==> src/rtl/loop_alarm_pkg.sv <==
package loop_alarm_pkg;
  typedef struct packed {
    logic cntClear;
    logic cntAdvance;
  } ctrlStrobes_t;

  typedef enum logic {
    ST_IDLE   = 1'b0,
    ST_ACTIVE = 1'b1
  } alarmState_t;
endpackage

==> src/rtl/loop_alarm_dp.sv <==
module loop_alarm_dp
  import loop_alarm_pkg::*;
#(
  parameter int STAGES      = 14,
  parameter int SYNC_STAGES = 2
) (
  input  logic              clk,
  input  logic              rst_n,
  input  logic              loopOkAsync,
  input  ctrlStrobes_t      strobes,
  output logic              loopOpenSync,
  output logic              countAtMax,
  output logic [STAGES-1:0] countValue
);
  localparam logic [STAGES-1:0] COUNT_MAX = {STAGES{1'b1}};

  logic [SYNC_STAGES-1:0] syncChain;
  logic [STAGES-1:0]      count;

  // Synchroniser chain; resets to "loop closed" so reset never raises alarm.
  generate
    for (genvar g = 0; g < SYNC_STAGES; g++) begin : gSync
      if (g == 0) begin : gFirst
        always_ff @(posedge clk or negedge rst_n) begin
          if (!rst_n) syncChain[0] <= 1'b1;
          else        syncChain[0] <= loopOkAsync;
        end
      end else begin : gRest
        always_ff @(posedge clk or negedge rst_n) begin
          if (!rst_n) syncChain[g] <= 1'b1;
          else        syncChain[g] <= syncChain[g-1];
        end
      end
    end
  endgenerate

  always_ff @(posedge clk or negedge rst_n) begin
    if (!rst_n)                  count <= '0;
    else if (strobes.cntClear)   count <= '0;
    else if (strobes.cntAdvance) count <= count + 1'b1;
  end

  assign loopOpenSync = ~syncChain[SYNC_STAGES-1];
  assign countAtMax   = (count == COUNT_MAX);
  assign countValue   = count;
endmodule

==> src/rtl/loop_alarm_fsm.sv <==
module loop_alarm_fsm
  import loop_alarm_pkg::*;
(
  input  logic         clk,
  input  logic         rst_n,
  input  logic         loopOpen,
  input  logic         tickEn,
  input  logic         countAtMax,
  output ctrlStrobes_t strobes,
  output logic         alarmOn,
  output logic         timeoutPulse
);
  alarmState_t state, stateNext;
  logic        wrapHit;
  logic        silence;
  logic        timeoutQ;

  assign wrapHit = (state == ST_ACTIVE) && tickEn && countAtMax;
  assign silence = wrapHit && !loopOpen;

  always_comb begin
    stateNext = state;
    unique case (state)
      ST_IDLE:   if (loopOpen) stateNext = ST_ACTIVE;
      ST_ACTIVE: if (silence)  stateNext = ST_IDLE;
      default:   stateNext = ST_IDLE;
    endcase
  end

  always_comb begin
    strobes.cntAdvance = (state == ST_ACTIVE) && tickEn;
    strobes.cntClear   = (state == ST_IDLE) || wrapHit;
  end

  always_ff @(posedge clk or negedge rst_n) begin
    if (!rst_n) begin
      state    <= ST_IDLE;
      timeoutQ <= 1'b0;
    end else begin
      state    <= stateNext;
      timeoutQ <= silence;
    end
  end

  assign alarmOn      = (state == ST_ACTIVE);
  assign timeoutPulse = timeoutQ;
endmodule

==> src/rtl/loop_alarm_ctrl.sv <==
module loop_alarm_ctrl
  import loop_alarm_pkg::*;
#(
  parameter int STAGES = 14
) (
  input  logic clk,
  input  logic rst_n,
  input  logic loop_ok,
  input  logic tick_en,
  output logic alarm,
  output logic timeout
);
  ctrlStrobes_t      strobes;
  logic              loopOpenSync;
  logic              countAtMax;
  logic [STAGES-1:0] dpCount;

  loop_alarm_dp #(.STAGES(STAGES), .SYNC_STAGES(2)) uDp (
    .clk          (clk),
    .rst_n        (rst_n),
    .loopOkAsync  (loop_ok),
    .strobes      (strobes),
    .loopOpenSync (loopOpenSync),
    .countAtMax   (countAtMax),
    .countValue   (dpCount)
  );

  loop_alarm_fsm uFsm (
    .clk          (clk),
    .rst_n        (rst_n),
    .loopOpen     (loopOpenSync),
    .tickEn       (tick_en),
    .countAtMax   (countAtMax),
    .strobes      (strobes),
    .alarmOn      (alarm),
    .timeoutPulse (timeout)
  );
endmodule

==> config.mk <==
export PLATFORM = sky130hd
export DESIGN_NAME = loop_alarm_ctrl
export DESIGN_NICKNAME = d
export VERILOG_FILES = /design/src/rtl/loop_alarm_pkg.sv /design/src/rtl/loop_alarm_dp.sv /design/src/rtl/loop_alarm_fsm.sv /design/src/rtl/loop_alarm_ctrl.sv
export SDC_FILE = /design/constraint.sdc
export NUM_CORES = 1
export LEC_CHECK = 0
export BUFFER_PORTS_ARGS = -buffer_cell sky130_fd_sc_hd__clkbuf_2
export CORE_MARGIN = 1
export CORE_UTILIZATION = 54
export CTS_CLUSTER_SIZE = 28
export DETAILED_ROUTE_END_ITERATION = 16
export HOLD_SLACK_MARGIN = 0.12
export PLACE_DENSITY = 0.78
export SYNTH_ARGS = -nofsm -noshare
export SYNTH_HDL_FRONTEND = slang
export SYNTH_SLANG_ARGS = --single-unit
==> constraint.sdc <==
create_clock -name clk -period 3.1 [get_ports clk]
set_clock_uncertainty 0.1 [all_clocks]
set_input_delay 0.31 -clock clk [delete_from_list [all_inputs] [get_ports clk]]
set_output_delay 0.31 -clock clk [all_outputs]
set_load 0.005 [all_outputs]
Word-level counts from Yosys, hierarchy flattened
Cells that the tools add are included.
- add/sub/neg operators: 1
- $mul: 0
- divide/modulo/power cells: 0
- magnitude comparators: 0
- eq/ne operators: 1
- shifts and indexed selects: 0
- mux-type cells: 5
- bitwise operators: 1
- reductions and logical operators: 5
- operator list (operator ; count):
    $mux W14 ; 2
    $add A14 B1 Y14 const B ; 1
    $eq A14 B14 Y1 const B ; 1
    $logic_and A1 B1 Y1 ; 3
    $mux W1 ; 2
    $pmux W1 S2 ; 1
    $reduce_bool A2 Y1 ; 1
    $logic_or A1 B1 Y1 ; 1
    $not A1 Y1 ; 1
- bits in registers: 18
- bits in latches: 0
- RAM bits: 0
- bits in read-only memories: 0
- bits of input ports: 4
- memories: 0

Depth between registers and ports, before layout
- depth after elaboration: 5
- gate-level depth with buffers: 6
- mapped depth without buffers: 5

Modules after synthesis
From an unflattened synthesis, not the netlist that was laid out.
- cell total of the unflattened synthesis: 83
- area total of the unflattened synthesis: 888.4 sq um
- modules (own cells, without submodules) (module ; instances ; cells an instance ; area each (sq um)):
    loop_alarm_dp ; 1 ; 76 ; 800.8
    loop_alarm_fsm ; 1 ; 7 ; 87.6

Worst setup path before layout
No wires, ideal clock.
- path type: reg-to-reg
- from: register uFsm.state (netlist: uFsm.alarmOn)
- to: register uDp.count[11] (netlist: uDp.countValue[11])
- library setup time: 0.077 ns
- arrival time: 1.490 ns
- path slack: 1.433 ns
- cell stages (with the launch flop): 6
- cells stage by stage: dfrtp_1 nor2b_4 buf_6 or2_1 or4_1 a21oi_1
- cells in the longest elaborated chain, start to end: 4
- elaborated cells on any way between the ends: 6
- those cells by class: mux: 1; bitwise: 1; reduce/logical: 4
- RTL lines (what ; RTL line ; text):
    start: declaration ; loop_alarm_fsm.sv:13 ; alarmState_t state, stateNext;
    start signal: assignment ; loop_alarm_fsm.sv:40 ; state <= stateNext;
    $logic_and A1 B1 Y1 ; loop_alarm_fsm.sv:18, loop_alarm_fsm.sv:31 ;
    $logic_and A1 B1 Y1 ; loop_alarm_fsm.sv:18 ; assign wrapHit = (state == ST_ACTIVE) && tickEn && countAtMax;
    $logic_or A1 B1 Y1 ; loop_alarm_fsm.sv:32 ; strobes.cntClear = (state == ST_IDLE) || wrapHit;
    $mux W14 / $reduce_bool A2 Y1 (equally long branches) ; - ;
    end signal: assignment ; loop_alarm_dp.sv:40 ; else if (strobes.cntAdvance) count <= count + 1'b1;
    end: declaration ; loop_alarm_dp.sv:18 ; logic [STAGES-1:0] count;
Parallel ways exist; a longest one is shown, timed or not.
A chain may end at the register's enable or synchronous reset.

Worst setup path after layout
- from: register uDp.count[0] (netlist: uDp.countValue[0])
- to: register uFsm.state (netlist: uFsm.alarmOn)
- cells in the longest elaborated chain, start to end: 5
- RTL lines (what ; RTL line ; text):
    $eq A14 B14 Y1 ; loop_alarm_dp.sv:44 ; assign countAtMax = (count == COUNT_MAX);
    $logic_and A1 B1 Y1 ; loop_alarm_fsm.sv:18 ;
    $logic_and A1 B1 Y1 ; loop_alarm_fsm.sv:19 ; assign silence = wrapHit && !loopOpen;
    $mux W1 ; loop_alarm_fsm.sv:25 ; ST_ACTIVE: if (silence) stateNext = ST_IDLE;
    $pmux W1 S2 ; loop_alarm_fsm.sv:23 ; unique case (state)
    named net uFsm.stateNext ; loop_alarm_fsm.sv:13 ;
The timed path passes the listed nets, and every way through them passes these cells.

==> impl_metrics.py <==
metrics = {
    "power": {
        "power_mw": 0.540,
        "leakagePower_nw": 0.390,
        "vdd_ir_drop_max_mv": 0.327,
        "powerDensity_nw_per_um2": 566,
    },
    "timing": {
        "clock.fmax_mhz": 536,
        "setup_violations": 0,
        "period_needed_ns": 1.87,
        "worst_pin_slew_ns": 0.536,
        "finalHoldViolCount": 0,
        "slew_headroom_pct": 64.3,
        "fin_crit_sh_pct": 60.2,
        "hold_ws_ns": 0.216,
        "finalSetupTns_ns": 0,
        "worst_slack_ns": 1.23,
        "rsz0062_at_grt": "false",
        "finalMaxSlewViolations": 0,
    },
    "worst_hold_path": {
        "hold_path_class": "input port to flip-flop",
        "hold-path-cell-count": 3,
    },
    "worst_setup_path": {
        "crit_end": "uFsm.alarmOn",
        "critPathCaptureType": "flip-flop",
        "r2r-end": "uFsm.alarmOn",
        "regToRegSetupSlack_ns": 1.23,
        "cp.arrival_ns": 1.92,
        "required_ns": 3.16,
        "crit_path_start": "uDp.countValue[0]",
        "worstPathMaxFanout": 13,
        "reg2reg_depth": 5,
        "start_kind": "flip-flop",
        "reg2reg_from": "uDp.countValue[0]",
        "worst-setup-path-type": "flip-flop to flip-flop",
    },
    "placement": {
        "gp_congestion": 0.784,
        "portBuffers": 5,
        "dp_slack_ns": 1.24,
        "hpwlAfterDp_um": 1070,
    },
    "final_layout": {
        "diodes": 0,
        "area_delta_synth_final_pct": 9.48,
        "nets": 101,
        "fillers": 122,
        "postLayoutCoreUtil_pct": 63.3,
        "drive_gt1_share_pct": 13.7,
        "final_cell_mix": "16 x dfrtp_1, 8 x nand2_1, 6 x nand3_1",
        "final_common_cell": "dfrtp_1",
    },
    "global_route": {
        "antenna_found_initial": 0,
        "grt-ovfl-total": 0,
        "grt_max_degree": 19,
        "grt_pass1_wl_um": 2720,
        "grt_usage_pct": 20.3,
        "grt_pass1_vias": 632,
    },
    "clocking": {
        "cts.sinks": 18,
        "cts_max_level": 1,
        "cts_buffers": 3,
        "path_clk_slew_ns": 0.10,
        "clk_path_buf_depth": 2,
        "cts_tree": "yes",
        "clk_latency_ns": 0.28,
        "root_buffer": "clkbuf_4",
    },
    "synthesis": {
        "syn_nets": 91,
        "muxShareOfSynthArea_pct": 0,
        "ys_seq_area_share_pct": 52.0,
        "synth_warnings": 0,
        "syn_inst": 86,
        "synth-simple-area-share_pct": 25.7,
        "synthesis.area_um2": 871,
        "synth_compound_area_share_pct": 11.4,
        "synth_top_family_by_area": "simple AND/OR/NAND/NOR gates",
        "synth_area_per_cell_um2": 10.1,
        "ys_ff_latch": 18,
        "synthXorXnorAreaFrac_pct": 6.03,
        "ys_types": 28,
        "synthAdderAreaFrac_pct": 1.44,
    },
    "floorplanning": {
        "num_rows": 14,
        "die_y_um": 42.2,
        "die_x_um": 42.2,
        "dieArea_um2": 1780,
        "pin_count": 6,
        "initial_core_util_pct": 57.8,
        "core_um2": 1510,
    },
    "detailed_routing": {
        "first_pass_iters": 4,
        "drt-wirelength-per-cell_um": 14.0,
        "drt-initial-drc-count": 16,
        "finalWirelength_um": 1560,
        "route.detailed.drc": 0,
        "ant_nets": 0,
        "routed_via_density": 5.91,
        "vias": 656,
    },
    "run_status": {
        "outcome": "finished clean",
    },
    "job": {
        "drv_cap": 0,
    },
}
==> flip-flops by register name, indices dropped and copies added, names as in the netlist <==
| register | flops |
|---|---|
| uDp.countValue | 14 |
| uDp.syncChain | 2 |
| uFsm.alarmOn | 1 |
| uFsm.timeoutPulse | 1 |
==> cell type report <==
cell class | instances | area (um^2) | share of cell area, %
clock buffer | 4 | 36.3 | 3.81
inverter | 3 | 11.3 | 1.18
multi-input combinational | 63 | 388 | 40.7
sequential | 18 | 453 | 47.5
tap | 16 | 20.0 | 2.10
timing repair buffer | 7 | 45.0 | 4.72
==> worst min-delay path by stage <==
stage	slack, ns	startpoint	end
3_3_place_gp	0.17	rst_n	uDp.countValue[1]
3_5_place_dp	0.17	rst_n	uDp.countValue[0]
6_report	0.22	tick_en	uDp.countValue[1]
2_1_floorplan	-0.09	rst_n	uDp.countValue[0]
5_1_grt	0.22	tick_en	uDp.countValue[1]
4_1_cts	0.21	tick_en	uDp.countValue[1]
==> through the flow <==
stage	instance area, um^2	instances
after detailed placement	897	105
after global placement	897	105
after floorplan	871	86
after CTS	953	111
final	953	111
after global routing	953	111
==> synthesized netlist by cell type <==
cell type  instances  share of area (%)
nor3_1             2                1.1
dfrtp_1           16                 46
o31ai_1            4                3.4
buf_4              1               0.86
xnor2_1            5                5.0
nand4b_1           1                1.0
buf_6              1                1.3
xor2_1             1                1.0
nand2_1            8                3.4
nand3_1            6                3.4
or4_1              2                1.7
nor4_1             2                1.4
o21a_1             1               0.86
o21ai_2            1                1.0
ha_1               1                1.4
inv_1              3                1.3
and4_1             1                1.0
a21boi_1           1               0.86
and2_1             2                1.4
nor2_1             5                2.2
nor2b_4            1                1.6
nor3b_1            1               0.86
a21oi_1            5                2.9
or3_1              5                3.6
nand4_1            3                2.2
or2_1              1               0.72
o21ai_0            4                2.3
dfstp_2            2                6.0
==> layer usage <==
| layer | track usage (%) | vias to the layer above | share of wire (%) |
|---|---|---|---|
| met3 | 2.59 | 4 | 3.4 |
| met2 | 33.8 | 17 | 48 |
| met4 | 9.38 | 0 | 1.6 |
| met5 | 0 | - | 0 |
| li1 | - | 325 | - |
| met1 | 26.3 | 310 | 46 |
==> logic make-up after synthesis <==
| kind of cell | count (synthesis) |
|---|---|
| adders and majority gates | 1 |
| buffers and inverters | 5 |
| xor gates and xnor gates | 6 |
| DFF | 18 |
| and+or+nand+nor | 40 |
| AOI/OAI and AO/OA | 16 |
==> what timing repair did <==
item | in CTS | in global routing
endpoints found under the hold margin | 17 | 0
endpoints found under the setup margin | 0 | 0
hold buffers | 2 | 0
gates resized for setup | 0 | 0
setup buffers | 0 | 0
==> worst max-delay path: stages (launching register included) <==
cell	delay (ns)
dfrtp_1	0.40
ha_1	0.18
nand2_1	0.10
or3_1	0.36
o21ai_2	0.47
nand2_1	0.12
==> power by group <==
part	total (mW)	internal [mW]	switching (mW)
logic	0.0857	0.0428	0.0429
clock network	0.139	0.0715	0.0671
registers	0.315	0.269	0.0470
total	0.540	0.383	0.157
No activity file was read; power rests on OpenSTA's default activity.
